===== config.mk =====
export PLATFORM = sky130hd
export DESIGN_NAME = axi_lat_mem
export DESIGN_NICKNAME = d
export VERILOG_FILES = /design/src/rtl/axi_mem_pkg.sv /design/src/rtl/axi_mem_store.sv /design/src/rtl/axi_mem_rd.sv /design/src/rtl/axi_mem_wr.sv /design/src/rtl/axi_lat_mem.sv
export SDC_FILE = /design/constraint.sdc
export NUM_CORES = 1
export LEC_CHECK = 0
export BUFFER_PORTS_ARGS = -buffer_cell sky130_fd_sc_hd__buf_4
export CELL_PAD_IN_SITES_DETAIL_PLACEMENT = 1
export CELL_PAD_IN_SITES_GLOBAL_PLACEMENT = 2
export CORE_MARGIN = 2
export CORE_UTILIZATION = 45
export DETAILED_ROUTE_END_ITERATION = 8
export MAX_ROUTING_LAYER = met4
export PLACE_DENSITY_LB_ADDON = 0.25
export SYNTH_ARGS = -nofsm -noshare
export SYNTH_HDL_FRONTEND = slang
export SYNTH_SLANG_ARGS = --single-unit
export TNS_END_PERCENT = 30

===== constraint.sdc =====
create_clock -name clk -period 5.1 [get_ports clk]
set_input_delay 0.255 -clock clk [delete_from_list [all_inputs] [get_ports clk]]
set_output_delay 0.255 -clock clk [all_outputs]
set_load 0.01 [all_outputs]

===== src/rtl/axi_mem_pkg.sv =====
package axi_mem_pkg;

    localparam logic [1:0] RESP_OKAY = 2'b00;

    typedef enum logic [1:0] {RD_IDLE, RD_WAIT, RD_SEND} rd_state_t;
    typedef enum logic [1:0] {WR_IDLE, WR_DATA, WR_WAIT, WR_RESP} wr_state_t;

    // address width: given, or derived from the store size
    function automatic int addr_bits(int aw, int words, int bytes);
        return (aw > 0) ? aw : $clog2(words * bytes);
    endfunction

    // store depth: given, or derived from the address width
    function automatic int depth_words(int aw, int words, int bytes);
        return (words > 0) ? words : (1 << aw) / bytes;
    endfunction

    function automatic int index_bits(int words);
        return (words > 1) ? $clog2(words) : 1;
    endfunction

endpackage


===== src/rtl/axi_mem_store.sv =====
module axi_mem_store #(
    parameter int DATA_W = 32,
    parameter int WORDS  = 16,
    parameter int IDX_W  = 4
) (
    input  logic                  clk,
    input  logic                  wr_en,
    input  logic [IDX_W-1:0]      wr_idx,
    input  logic [DATA_W-1:0]     wr_data,
    input  logic [DATA_W/8-1:0]   wr_strb,
    input  logic [IDX_W-1:0]      rd_idx,
    output logic [DATA_W-1:0]     rd_data
);
    localparam int LANES = DATA_W / 8;

    for (genvar g = 0; g < LANES; g++) begin : g_lane
        logic [7:0] lane_q [WORDS];

        always_ff @(posedge clk) begin
            if (wr_en && wr_strb[g]) begin
                lane_q[wr_idx] <= wr_data[8*g +: 8];
            end
        end

        assign rd_data[8*g +: 8] = lane_q[rd_idx];
    end

endmodule


===== src/rtl/axi_mem_rd.sv =====
module axi_mem_rd
    import axi_mem_pkg::*;
#(
    parameter int AW    = 12,
    parameter int LEN_W = 8,
    parameter int IDX_W = 4,
    parameter int OFF_W = 2,
    parameter int LAT   = 3
) (
    input  logic             clk,
    input  logic             rst_n,
    input  logic [AW-1:0]    ar_addr,
    input  logic [LEN_W-1:0] ar_len,
    input  logic             ar_valid,
    output logic             ar_ready,
    output logic             r_valid,
    output logic             r_last,
    output logic [1:0]       r_resp,
    input  logic             r_ready,
    output logic [IDX_W-1:0] rd_idx
);
    localparam int CNT_W = $clog2(LAT + 2);
    localparam logic [CNT_W-1:0] LAT_LOAD = CNT_W'(LAT);

    rd_state_t        state_q, state_n;
    logic [CNT_W-1:0] wait_q;
    logic [IDX_W-1:0] idx_q;
    logic [LEN_W-1:0] len_q, beat_q;
    logic             accept, final_beat;

    assign accept     = ar_valid && (state_q == RD_IDLE);
    assign final_beat = (beat_q == len_q);

    always_comb begin
        state_n = state_q;
        unique case (state_q)
            RD_IDLE: if (ar_valid) state_n = (LAT == 0) ? RD_SEND : RD_WAIT;
            RD_WAIT: if (wait_q == CNT_W'(1)) state_n = RD_SEND;
            RD_SEND: if (r_ready && final_beat) state_n = RD_IDLE;
            default: state_n = RD_IDLE;
        endcase
    end

    always_ff @(posedge clk or negedge rst_n) begin
        if (!rst_n) state_q <= RD_IDLE;
        else        state_q <= state_n;
    end

    always_ff @(posedge clk or negedge rst_n) begin
        if (!rst_n) begin
            wait_q <= '0;
            idx_q  <= '0;
            len_q  <= '0;
            beat_q <= '0;
        end else if (accept) begin
            wait_q <= LAT_LOAD;
            idx_q  <= IDX_W'(ar_addr >> OFF_W);
            len_q  <= ar_len;
            beat_q <= '0;
        end else if (state_q == RD_WAIT) begin
            wait_q <= wait_q - CNT_W'(1);
        end else if (state_q == RD_SEND && r_ready) begin
            idx_q  <= idx_q + IDX_W'(1);
            beat_q <= beat_q + LEN_W'(1);
        end
    end

    always_comb begin
        ar_ready = 1'b0;
        r_valid  = 1'b0;
        r_last   = 1'b0;
        unique case (state_q)
            RD_IDLE: ar_ready = 1'b1;
            RD_SEND: begin
                r_valid = 1'b1;
                r_last  = final_beat;
            end
            default: ;
        endcase
    end

    assign r_resp = RESP_OKAY;
    assign rd_idx = idx_q;

    // cycles since the last address handshake, frozen while a beat is offered
    logic [31:0] since_ar;
    always_ff @(posedge clk or negedge rst_n) begin
        if (!rst_n)                   since_ar <= '0;
        else if (ar_valid && ar_ready) since_ar <= '0;
        else if (!r_valid)            since_ar <= since_ar + 32'd1;
    end

    p_rd_latency_r3: assert property (@(posedge clk) disable iff (!rst_n)
        $rose(r_valid) |-> since_ar == 32'(LAT));

    p_rd_busy_r7: assert property (@(posedge clk) disable iff (!rst_n)
        (ar_valid && ar_ready) |=> !ar_ready);

    p_rd_hold_r8: assert property (@(posedge clk) disable iff (!rst_n)
        (r_valid && !r_ready) |=> (r_valid && $stable(r_last) && $stable(rd_idx)));

    p_rd_end_r2: assert property (@(posedge clk) disable iff (!rst_n)
        (r_valid && r_ready && r_last) |=> !r_valid);

endmodule


===== src/rtl/axi_mem_wr.sv =====
module axi_mem_wr
    import axi_mem_pkg::*;
#(
    parameter int AW    = 12,
    parameter int LEN_W = 8,
    parameter int IDX_W = 4,
    parameter int OFF_W = 2,
    parameter int LAT   = 2
) (
    input  logic             clk,
    input  logic             rst_n,
    input  logic [AW-1:0]    aw_addr,
    input  logic [LEN_W-1:0] aw_len,
    input  logic             aw_valid,
    output logic             aw_ready,
    input  logic             w_valid,
    input  logic             w_last,
    output logic             w_ready,
    output logic [1:0]       b_resp,
    output logic             b_valid,
    input  logic             b_ready,
    output logic             wr_en,
    output logic [IDX_W-1:0] wr_idx
);
    localparam int CNT_W = $clog2(LAT + 2);
    localparam logic [CNT_W-1:0] LAT_LOAD = CNT_W'(LAT);

    wr_state_t        state_q, state_n;
    logic [CNT_W-1:0] wait_q;
    logic [IDX_W-1:0] idx_q;
    logic [LEN_W-1:0] len_q, beat_q;
    logic             accept, take_beat, burst_end;

    assign accept    = aw_valid && (state_q == WR_IDLE);
    assign take_beat = w_valid && (state_q == WR_DATA);
    assign burst_end = w_last || (beat_q == len_q);

    always_comb begin
        state_n = state_q;
        unique case (state_q)
            WR_IDLE: if (aw_valid) state_n = WR_DATA;
            WR_DATA: if (w_valid && burst_end) state_n = (LAT == 0) ? WR_RESP : WR_WAIT;
            WR_WAIT: if (wait_q == CNT_W'(1)) state_n = WR_RESP;
            WR_RESP: if (b_ready) state_n = WR_IDLE;
            default: state_n = WR_IDLE;
        endcase
    end

    always_ff @(posedge clk or negedge rst_n) begin
        if (!rst_n) state_q <= WR_IDLE;
        else        state_q <= state_n;
    end

    always_ff @(posedge clk or negedge rst_n) begin
        if (!rst_n) begin
            wait_q <= '0;
            idx_q  <= '0;
            len_q  <= '0;
            beat_q <= '0;
        end else if (accept) begin
            idx_q  <= IDX_W'(aw_addr >> OFF_W);
            len_q  <= aw_len;
            beat_q <= '0;
        end else if (take_beat) begin
            idx_q  <= idx_q + IDX_W'(1);
            beat_q <= beat_q + LEN_W'(1);
            if (burst_end) wait_q <= LAT_LOAD;
        end else if (state_q == WR_WAIT) begin
            wait_q <= wait_q - CNT_W'(1);
        end
    end

    always_comb begin
        aw_ready = 1'b0;
        w_ready  = 1'b0;
        b_valid  = 1'b0;
        unique case (state_q)
            WR_IDLE: aw_ready = 1'b1;
            WR_DATA: w_ready  = 1'b1;
            WR_RESP: b_valid  = 1'b1;
            default: ;
        endcase
    end

    assign b_resp = RESP_OKAY;
    assign wr_en  = take_beat;
    assign wr_idx = idx_q;

    // cycles since the closing data beat, frozen while a response is offered
    logic [31:0] since_wl;
    always_ff @(posedge clk or negedge rst_n) begin
        if (!rst_n)                            since_wl <= '0;
        else if (w_valid && w_ready && w_last) since_wl <= '0;
        else if (!b_valid)                     since_wl <= since_wl + 32'd1;
    end

    p_wr_latency_r4: assert property (@(posedge clk) disable iff (!rst_n)
        $rose(b_valid) |-> since_wl == 32'(LAT));

    p_wr_quiet_r4: assert property (@(posedge clk) disable iff (!rst_n)
        b_valid |-> !w_ready);

    p_wr_busy_r7: assert property (@(posedge clk) disable iff (!rst_n)
        (aw_valid && aw_ready) |=> !aw_ready);

    p_wr_hold_r8: assert property (@(posedge clk) disable iff (!rst_n)
        (b_valid && !b_ready) |=> b_valid);

endmodule


===== src/rtl/axi_lat_mem.sv =====
module axi_lat_mem
    import axi_mem_pkg::*;
#(
    parameter int DATA_W    = 32,
    parameter int ADDR_W    = 12,
    parameter int MEM_WORDS = 16,
    parameter int RD_LAT    = 3,
    parameter int WR_LAT    = 2,
    parameter int LEN_W     = 8,
    localparam int AW       = addr_bits(ADDR_W, MEM_WORDS, DATA_W / 8)
) (
    input  logic                clk,
    input  logic                rst_n,
    input  logic [AW-1:0]       aw_addr,
    input  logic [LEN_W-1:0]    aw_len,
    input  logic                aw_valid,
    output logic                aw_ready,
    input  logic [DATA_W-1:0]   w_data,
    input  logic [DATA_W/8-1:0] w_strb,
    input  logic                w_last,
    input  logic                w_valid,
    output logic                w_ready,
    output logic [1:0]          b_resp,
    output logic                b_valid,
    input  logic                b_ready,
    input  logic [AW-1:0]       ar_addr,
    input  logic [LEN_W-1:0]    ar_len,
    input  logic                ar_valid,
    output logic                ar_ready,
    output logic [DATA_W-1:0]   r_data,
    output logic [1:0]          r_resp,
    output logic                r_last,
    output logic                r_valid,
    input  logic                r_ready
);
    localparam int WORDS = depth_words(ADDR_W, MEM_WORDS, DATA_W / 8);
    localparam int IDX_W = index_bits(WORDS);
    localparam int OFF_W = $clog2(DATA_W / 8);

    logic             wr_en;
    logic [IDX_W-1:0] wr_idx, rd_idx;

    axi_mem_rd #(
        .AW(AW), .LEN_W(LEN_W), .IDX_W(IDX_W), .OFF_W(OFF_W), .LAT(RD_LAT)
    ) u_rd (
        .clk(clk), .rst_n(rst_n),
        .ar_addr(ar_addr), .ar_len(ar_len), .ar_valid(ar_valid), .ar_ready(ar_ready),
        .r_valid(r_valid), .r_last(r_last), .r_resp(r_resp), .r_ready(r_ready),
        .rd_idx(rd_idx)
    );

    axi_mem_wr #(
        .AW(AW), .LEN_W(LEN_W), .IDX_W(IDX_W), .OFF_W(OFF_W), .LAT(WR_LAT)
    ) u_wr (
        .clk(clk), .rst_n(rst_n),
        .aw_addr(aw_addr), .aw_len(aw_len), .aw_valid(aw_valid), .aw_ready(aw_ready),
        .w_valid(w_valid), .w_last(w_last), .w_ready(w_ready),
        .b_resp(b_resp), .b_valid(b_valid), .b_ready(b_ready),
        .wr_en(wr_en), .wr_idx(wr_idx)
    );

    axi_mem_store #(
        .DATA_W(DATA_W), .WORDS(WORDS), .IDX_W(IDX_W)
    ) u_store (
        .clk(clk), .wr_en(wr_en), .wr_idx(wr_idx), .wr_data(w_data), .wr_strb(w_strb),
        .rd_idx(rd_idx), .rd_data(r_data)
    );

endmodule


[After elaboration in Yosys (flattened, before gate mapping)]
Memories as Yosys holds them, arrays and structs flattened.
Index checks and enable logic that the tools add are counted.
Word-level totals
  register bits: 49
  memory bits (writable): 512
  input port bits: 84
  output and inout port bits: 42
  word-level logic and storage cells: 98
  memories: 4
Memory list
  u_store.g_lane[0].lane_q: words 16, width 8, rd ports 1, clocked after Yosys merged registers in 0, wr ports 1, RTL line axi_mem_store.sv:17  | logic [7:0] lane_q [WORDS];
  u_store.g_lane[1].lane_q: words 16, width 8, rd ports 1, clocked after Yosys merged registers in 0, wr ports 1, RTL line axi_mem_store.sv:17
  u_store.g_lane[2].lane_q: words 16, width 8, rd ports 1, clocked after Yosys merged registers in 0, wr ports 1, RTL line axi_mem_store.sv:17
  u_store.g_lane[3].lane_q: words 16, width 8, rd ports 1, clocked after Yosys merged registers in 0, wr ports 1, RTL line axi_mem_store.sv:17
Cells by class
  add/sub/neg operators: 6
  equality and inequality tests: 18
  muxes and demuxes: 38
  bitwise gates (word level): 1
  reduce and logical (&&, ||, !) cells: 21
Operator list (count)
  8-bit 2-to-1 mux: 5
  2-bit 2-to-1 mux: 10
  4-bit 2-to-1 mux: 5
  8-bit by 1-bit adder with 8-bit output, second input constant: 2
  8-bit equality test: 2
  1-bit 2-to-1 mux: 14
  1-bit logical AND: 10
  2-bit inequality test, second input constant: 5
  4-bit by 1-bit adder with 4-bit output, second input constant: 2
  2-bit by 1-bit inequality test with 1-bit output, second input constant: 4
  2-bit case mux with 4 select lines: 1
  2-bit nonzero test: 4
  2-bit by 1-bit equality test with 1-bit output, second input constant: 3
  2-bit equality test, second input constant: 3
  3-bit 2-to-1 mux: 2
  2-bit case mux with 3 select lines: 1
  3-bit AND reduction: 2
  2-bit logical NOT: 2
  4-bit AND reduction: 1
  3-bit by 1-bit equality test with 1-bit output, second input constant: 1
  3-bit by 1-bit subtractor with 3-bit output, second input constant: 1
  2-bit AND reduction: 1
  2-bit by 1-bit subtractor with 2-bit output, second input constant: 1
  1-bit logical OR: 1
  1-bit NOT: 1

[Longest topological paths before layout]
  depth after elaboration: 5
  mapped depth: 8
  gate-level depth less buffers: 6

[Cells and area by module]
Synthesis repeated with hierarchy kept, for this count alone.
Second synthesis, totals
  cell total of the unflattened synthesis: 1155
  area total of the unflattened synthesis: 22108.7 µm²
Modules (own cells, without submodules)
  axi_mem_store: times used 1, cells an instance 877, area each 19464.9 µm², seq. area each 15374.7 µm²
  axi_mem_wr: times used 1, cells an instance 148, area each 1341.3 µm², seq. area each 600.6 µm²
  axi_mem_rd: times used 1, cells an instance 130, area each 1302.5 µm², seq. area each 625.6 µm²

[Worst setup path before layout]
OpenSTA, ideal clock, no wires.
  path type: register to register
  start point: register u_wr.state_q[1]
  end point: memory u_store.g_lane[2].lane_q[12][0], enable pin
  setup time: 0.370 ns
  arrival time: 1.841 ns
  required time: 4.730 ns
  setup slack: 2.889 ns
  stages on the path, launching flop included: 8
  buffers on the path: 2
  clock period less this slack: 2.211 ns
  cells stage by stage: dfrtp_1 inv_1 ha_1 and2_1 clkbuf_1 nand2_1 clkbuf_1 nor2_1
Between the ends
  longest elaborated chain between the ends: 5
Ends and longest elaborated chain
  start: declaration: RTL line axi_mem_wr.sv:28  | wr_state_t state_q, state_n;
  start signal: assignment: RTL line axi_mem_wr.sv:51  | else state_q <= state_n;
  2-bit by 1-bit equality test with 1-bit output: RTL line axi_mem_wr.sv:35  | assign take_beat = w_valid && (state_q == WR_DATA);
  1-bit logical AND: RTL line axi_mem_wr.sv:35
  1-bit logical AND: RTL line axi_mem_store.sv:20  | if (wr_en && wr_strb[g]) begin
  1-bit 2-to-1 mux: RTL line axi_mem_store.sv:20
  1-bit 2-to-1 mux (implied by the code): RTL line axi_mem_store.sv:21  | lane_q[wr_idx] <= wr_data[8*g +: 8];
  end: declaration: RTL line axi_mem_store.sv:17
No other way between the ends.

[Final worst setup path]
  start point: register u_rd.idx_q[0], in the netlist u_rd.rd_idx[0]
  end point: output port r_data[3]
Between the ends
  longest elaborated chain between the ends: 1
Ends and longest elaborated chain
  start: declaration: RTL line axi_mem_rd.sv:27  | logic [IDX_W-1:0] idx_q;
  start signal: assignment: RTL line axi_mem_rd.sv:57  | idx_q <= IDX_W'(ar_addr >> OFF_W);
  start signal: assignment: RTL line axi_mem_rd.sv:63  | idx_q <= idx_q + IDX_W'(1);
  memory 16 x 8 bit
  end: declaration: RTL line axi_lat_mem.sv:30  | output logic [DATA_W-1:0] r_data,
No other way between the ends.

==> impl_table.tex <==
\begin{tabular}{lr}
\hline
Metric & Value \\
\hline
\multicolumn{2}{l}{\textbf{Outcome}} \\
Outcome & finished, final reports clean \\
\multicolumn{2}{l}{\textbf{Place}} \\
Total half-perimeter wirelength after legalization and detailed placement & 29200 microns \\
Gp weighted congestion & 0.720 \\
Post-place instance area & 23700 sq um \\
Number of port buffers & 105 \\
\multicolumn{2}{l}{\textbf{Clock tree}} \\
TritonCTS clock tree & yes \\
Clock slew seen by the registers of the worst setup and hold paths & 0.06 ns \\
Clk Latency, worst-skew pair & 0.60 ns \\
Number of sinks on the clock net & 561 \\
Post-CTS setup repair buffer count & 0 \\
Depth of the CTS H-tree & 2 \\
Root buffer cell & sky130\_fd\_sc\_hd\_\_clkbuf\_16 \\
Max Buffers Root-to-Sink & 3 \\
CTS Buf Count & 56 \\
\multicolumn{2}{l}{\textbf{GRT}} \\
Global route total overflow & 0 \\
Via count of the first global-routing pass & 11600 \\
Initial antenna violation count & 0 \\
GR Util All Layers & 0.204 \\
Largest net degree at the start of global routing & 59 \\
First-pass GRT wire length & 73300 microns \\
\multicolumn{2}{l}{\textbf{Floorplanning}} \\
CORE AREA & 48700 sq um \\
Die boundary height & 226 microns \\
Die Area & 51100 sq um \\
Starting density of the core & 0.455 \\
Die Width & 226 microns \\
Number of ports placed on the die boundary & 126 \\
Standard-cell row count & 81 \\
\multicolumn{2}{l}{\textbf{Worst setup path}} \\
Worst-case reg-to-reg path depth & 6 \\
FF-to-FF Start & u\_wr.state\_q[1] \\
Reg2Reg Capture Point & u\_store.g\_lane[0].lane\_q[10][3] \\
Required @ worst endpoint & 4.85 ns \\
Sort of element at the end of the critical path & output pin \\
Critical Setup Path Class & reg -> out \\
Flop2flop setup slack & 2.13 ns \\
Crit path launch type & flip-flop \\
Worst path arrival time & 3.38 ns \\
Top fanout value on the critical path & 46 \\
\multicolumn{2}{l}{\textbf{Synth}} \\
Fraction of post-synthesis cell area in the top cell type by area & 0.693 \\
Area of the mapped netlist & 22200 sq um \\
Sequential element share of the synthesized area & 0.748 \\
Average instance area after synthesis & 20.7 sq um \\
Register bit count reported by yosys & 561 \\
Distinct cell type count of the synthesized netlist & 44 \\
Synth Warn \# & 0 \\
Cell taking the most area after synthesis & sky130\_fd\_sc\_hd\_\_edfxtp\_1 \\
Biggest area contributors in the synthesized netlist & sky130\_fd\_sc\_hd\_\_edfxtp\_1 69\%, sky130\_fd\_sc\_hd\_\_mux4\_2 16\%, sky130\_fd\_sc\_hd\_\_dfrtp\_1 5.5\% \\
Number of cells produced by synthesis & 1069 \\
\multicolumn{2}{l}{\textbf{Finish}} \\
Diode insertion count for antenna repair & 0 \\
Post-route design area & 26100 sq um \\
Nets@finish & 1354 \\
Count of fill cells added during filler insertion & 4349 \\
Multi-input logic area & 5230 sq um \\
Sequential Area & 16600 sq um \\
Proportion of layout cells with a drive suffix above 1 & 0.293 \\
Area growth from synthesis to layout & 17.6\% \\
\multicolumn{2}{l}{\textbf{Routing}} \\
Routed wire per std cell & 24.9 microns \\
Routed vias & 10700 \\
Iter 0 DRT Violations & 859 \\
Residual antenna-violating net count after detailed routing & 0 \\
Total Routed Length & 49000 microns \\
Number of search-and-repair iterations in the first detailed-routing pass & 5 \\
DR vias/cell & 5.44 \\
Count of unresolved DRC violations after routing & 0 \\
\multicolumn{2}{l}{\textbf{Power}} \\
Gate power share & 0.261 \\
Power spent charging and discharging nets & 3610 uW \\
Switching Share & 0.276 \\
Internal & 9480 uW \\
Clk pwr share & 0.309 \\
Part of the power in registers & 0.431 \\
Static Leakage & 0.00862 uW \\
IR Drop Worst-Case VDD & 0.257 mV \\
Power per cell area & 502 nW/um\^{}2 \\
\multicolumn{2}{l}{\textbf{Timing}} \\
Setup TNS after final layout & 0 ns \\
Max-Slew Margin vs Limit & 0.153 \\
Worst Hold Slack & 0.0473 ns \\
Post-layout minimum cycle time & 3.64 ns \\
Unrepaired setup endpoints after global routing & false \\
Slew Viols, Final & 0 \\
Period Utilization, post-route & 0.713 \\
Slew of the pin with the lowest slew margin & 1.27 ns \\
Finish-stage setup viols & 0 \\
Endpoints failing hold & 0 \\
Highest attainable clock frequency & 275 MHz \\
Fin Clk Skew & 0.0235 ns \\
\multicolumn{2}{l}{\textbf{Min path}} \\
Hold Path Class & in -> reg \\
Min-Delay Endpoint & u\_wr.state\_q[0] \\
Cells on Worst Hold Path & 4 \\
Worst Hold Launch & w\_valid \\
\multicolumn{2}{l}{\textbf{Flow run}} \\
Count of max-cap constraint violations & 0 \\
\hline
\end{tabular}
[placed cells by master (no fill, tap or decap), types with 14 or more instances in the layout]
cell type	netlist	routed
sky130_fd_sc_hd__xnor2_1	21	21
sky130_fd_sc_hd__nor2_1	84	84
sky130_fd_sc_hd__dfrtp_1	49	45
sky130_fd_sc_hd__nand2_1	59	59
sky130_fd_sc_hd__clkbuf_16	0	59
sky130_fd_sc_hd__ha_1	14	14
sky130_fd_sc_hd__edfxtp_1	512	512
sky130_fd_sc_hd__mux4_2	160	160
sky130_fd_sc_hd__buf_4	4	122
sky130_fd_sc_hd__nand4_1	14	14
sky130_fd_sc_hd__dlygate4sd3_1	0	59
[sequential cells by signal, summed over array words and instances, names as in the netlist, 3 cells and up]
register               count
u_wr.wr_idx                4
u_rd.len_q                 8
u_store.g_lane.lane_q    512
u_rd.wait_q                3
u_wr.beat_q                8
u_rd.beat_q                8
u_rd.rd_idx                4
u_wr.len_q                 8
[worst max-delay path by stage]
stage,depth (start not counted),slack [ns],from,end
finish,4,1.46,u_rd.rd_idx[0],r_data[3]
global route,4,1.22,u_rd.rd_idx[0],r_data[3]
CTS,4,1.32,u_rd.rd_idx[0],r_data[3]
detailed placement,4,1.97,u_rd.rd_idx[0],r_data[3]
global placement,4,1.96,u_rd.rd_idx[0],r_data[3]
floorplan,7,2.89,u_wr.state_q[1],u_store.g_lane[2].lane_q[12][0]
[layer usage]
| metal | track usage | part of all wire |
|---|---|---|
| met3 | 0.0358 | 0.051 |
| met5 | - | 0 |
| met1 | 0.268 | 0.42 |
| met2 | 0.336 | 0.51 |
| met4 | 0.0484 | 0.020 |
[worst max-delay path, cell delays in order (launching register included)]
cell	delay (ns)
sky130_fd_sc_hd__dfrtp_4	1.01
sky130_fd_sc_hd__buf_4	0.49
sky130_fd_sc_hd__mux4_2	0.55
sky130_fd_sc_hd__mux4_2	0.53
sky130_fd_sc_hd__buf_4	0.17
[cells by family (layout without fill, tap and decap cells)]
logic type,count (synthesis),count (layout),share of synthesized area
AOI/OAI and AO/OA,32,32,0.00976
xor gates and xnor gates,34,34,0.0134
adders and majority gates,14,14,0.00790
buffers and inverters,70,300,0.0162
DFF,561,561,0.748
muxes,171,171,0.168
other,1,4,0.000169
and+or+nand+nor,186,186,0.0362
[final cells by class]
cell class / instances / area share
Inverter: 13 / 0.00187
Clock buffer: 75 / 0.0604
Tap cell: 664 / 0.0318
Multi-Input combinational cell: 441 / 0.200
Sequential cell: 561 / 0.637
Clock inverter: 29 / 0.00945
Timing Repair Buffer: 183 / 0.0593
[Yosys cell counts (all sizes together)]
cell       n
o41a       1
o41ai      2
a22o       2
and3       3
mux4     160
nand3b     3
a2bb2oi    1
o21ai     11
nand3      6
a21bo      2
a31oi      2
nand2     59
xnor2     21
o22ai      1
xor2      13
and2       3
nand4     14
o311ai     1
or3        1
a211oi     1
nor2      84
dfrtp     49
a22oi      2
nor3       4
a32oi      1
and3b      1
nor4       1
edfxtp   512
o31ai      1
nand2b     3
nor2b      3
conb       1
a21oi      4
ha        14
buf       29
inv       13
mux2       9
mux2i      2
clkbuf    28
or3b       1
[power by group through the flow]
| stage | combinational, uW | sequential (uW) | clock (uW) |
|---|---|---|---|
| floorplan | 2590 | 5420 | 0 |
| global placement | 3410 | 5740 | 0 |
| detailed placement | 3460 | 5750 | 0 |
| CTS | 3510 | 5660 | 4130 |
| global route | 3710 | 5700 | 4280 |
| finish | 3410 | 5640 | 4040 |
[metrics by stage]
stage                      util  std cells  power (uW)  worst slack [ns]
after floorplan               -       1072        8010              2.89
after global placement    0.486       1803        9150              1.96
after detailed placement  0.486       1803        9210              1.97
after CTS                 0.535       1966       13300              1.32
after global routing      0.535       1966       13700              1.22
final                     0.535       1966       13100              1.46
[repair_timing]
item	in CTS	in global routing
resized for setup	0	0
hold buffers	59	0
endpoints found under the hold margin	588	0
Note: power is estimated with default switching activity, not from simulation.
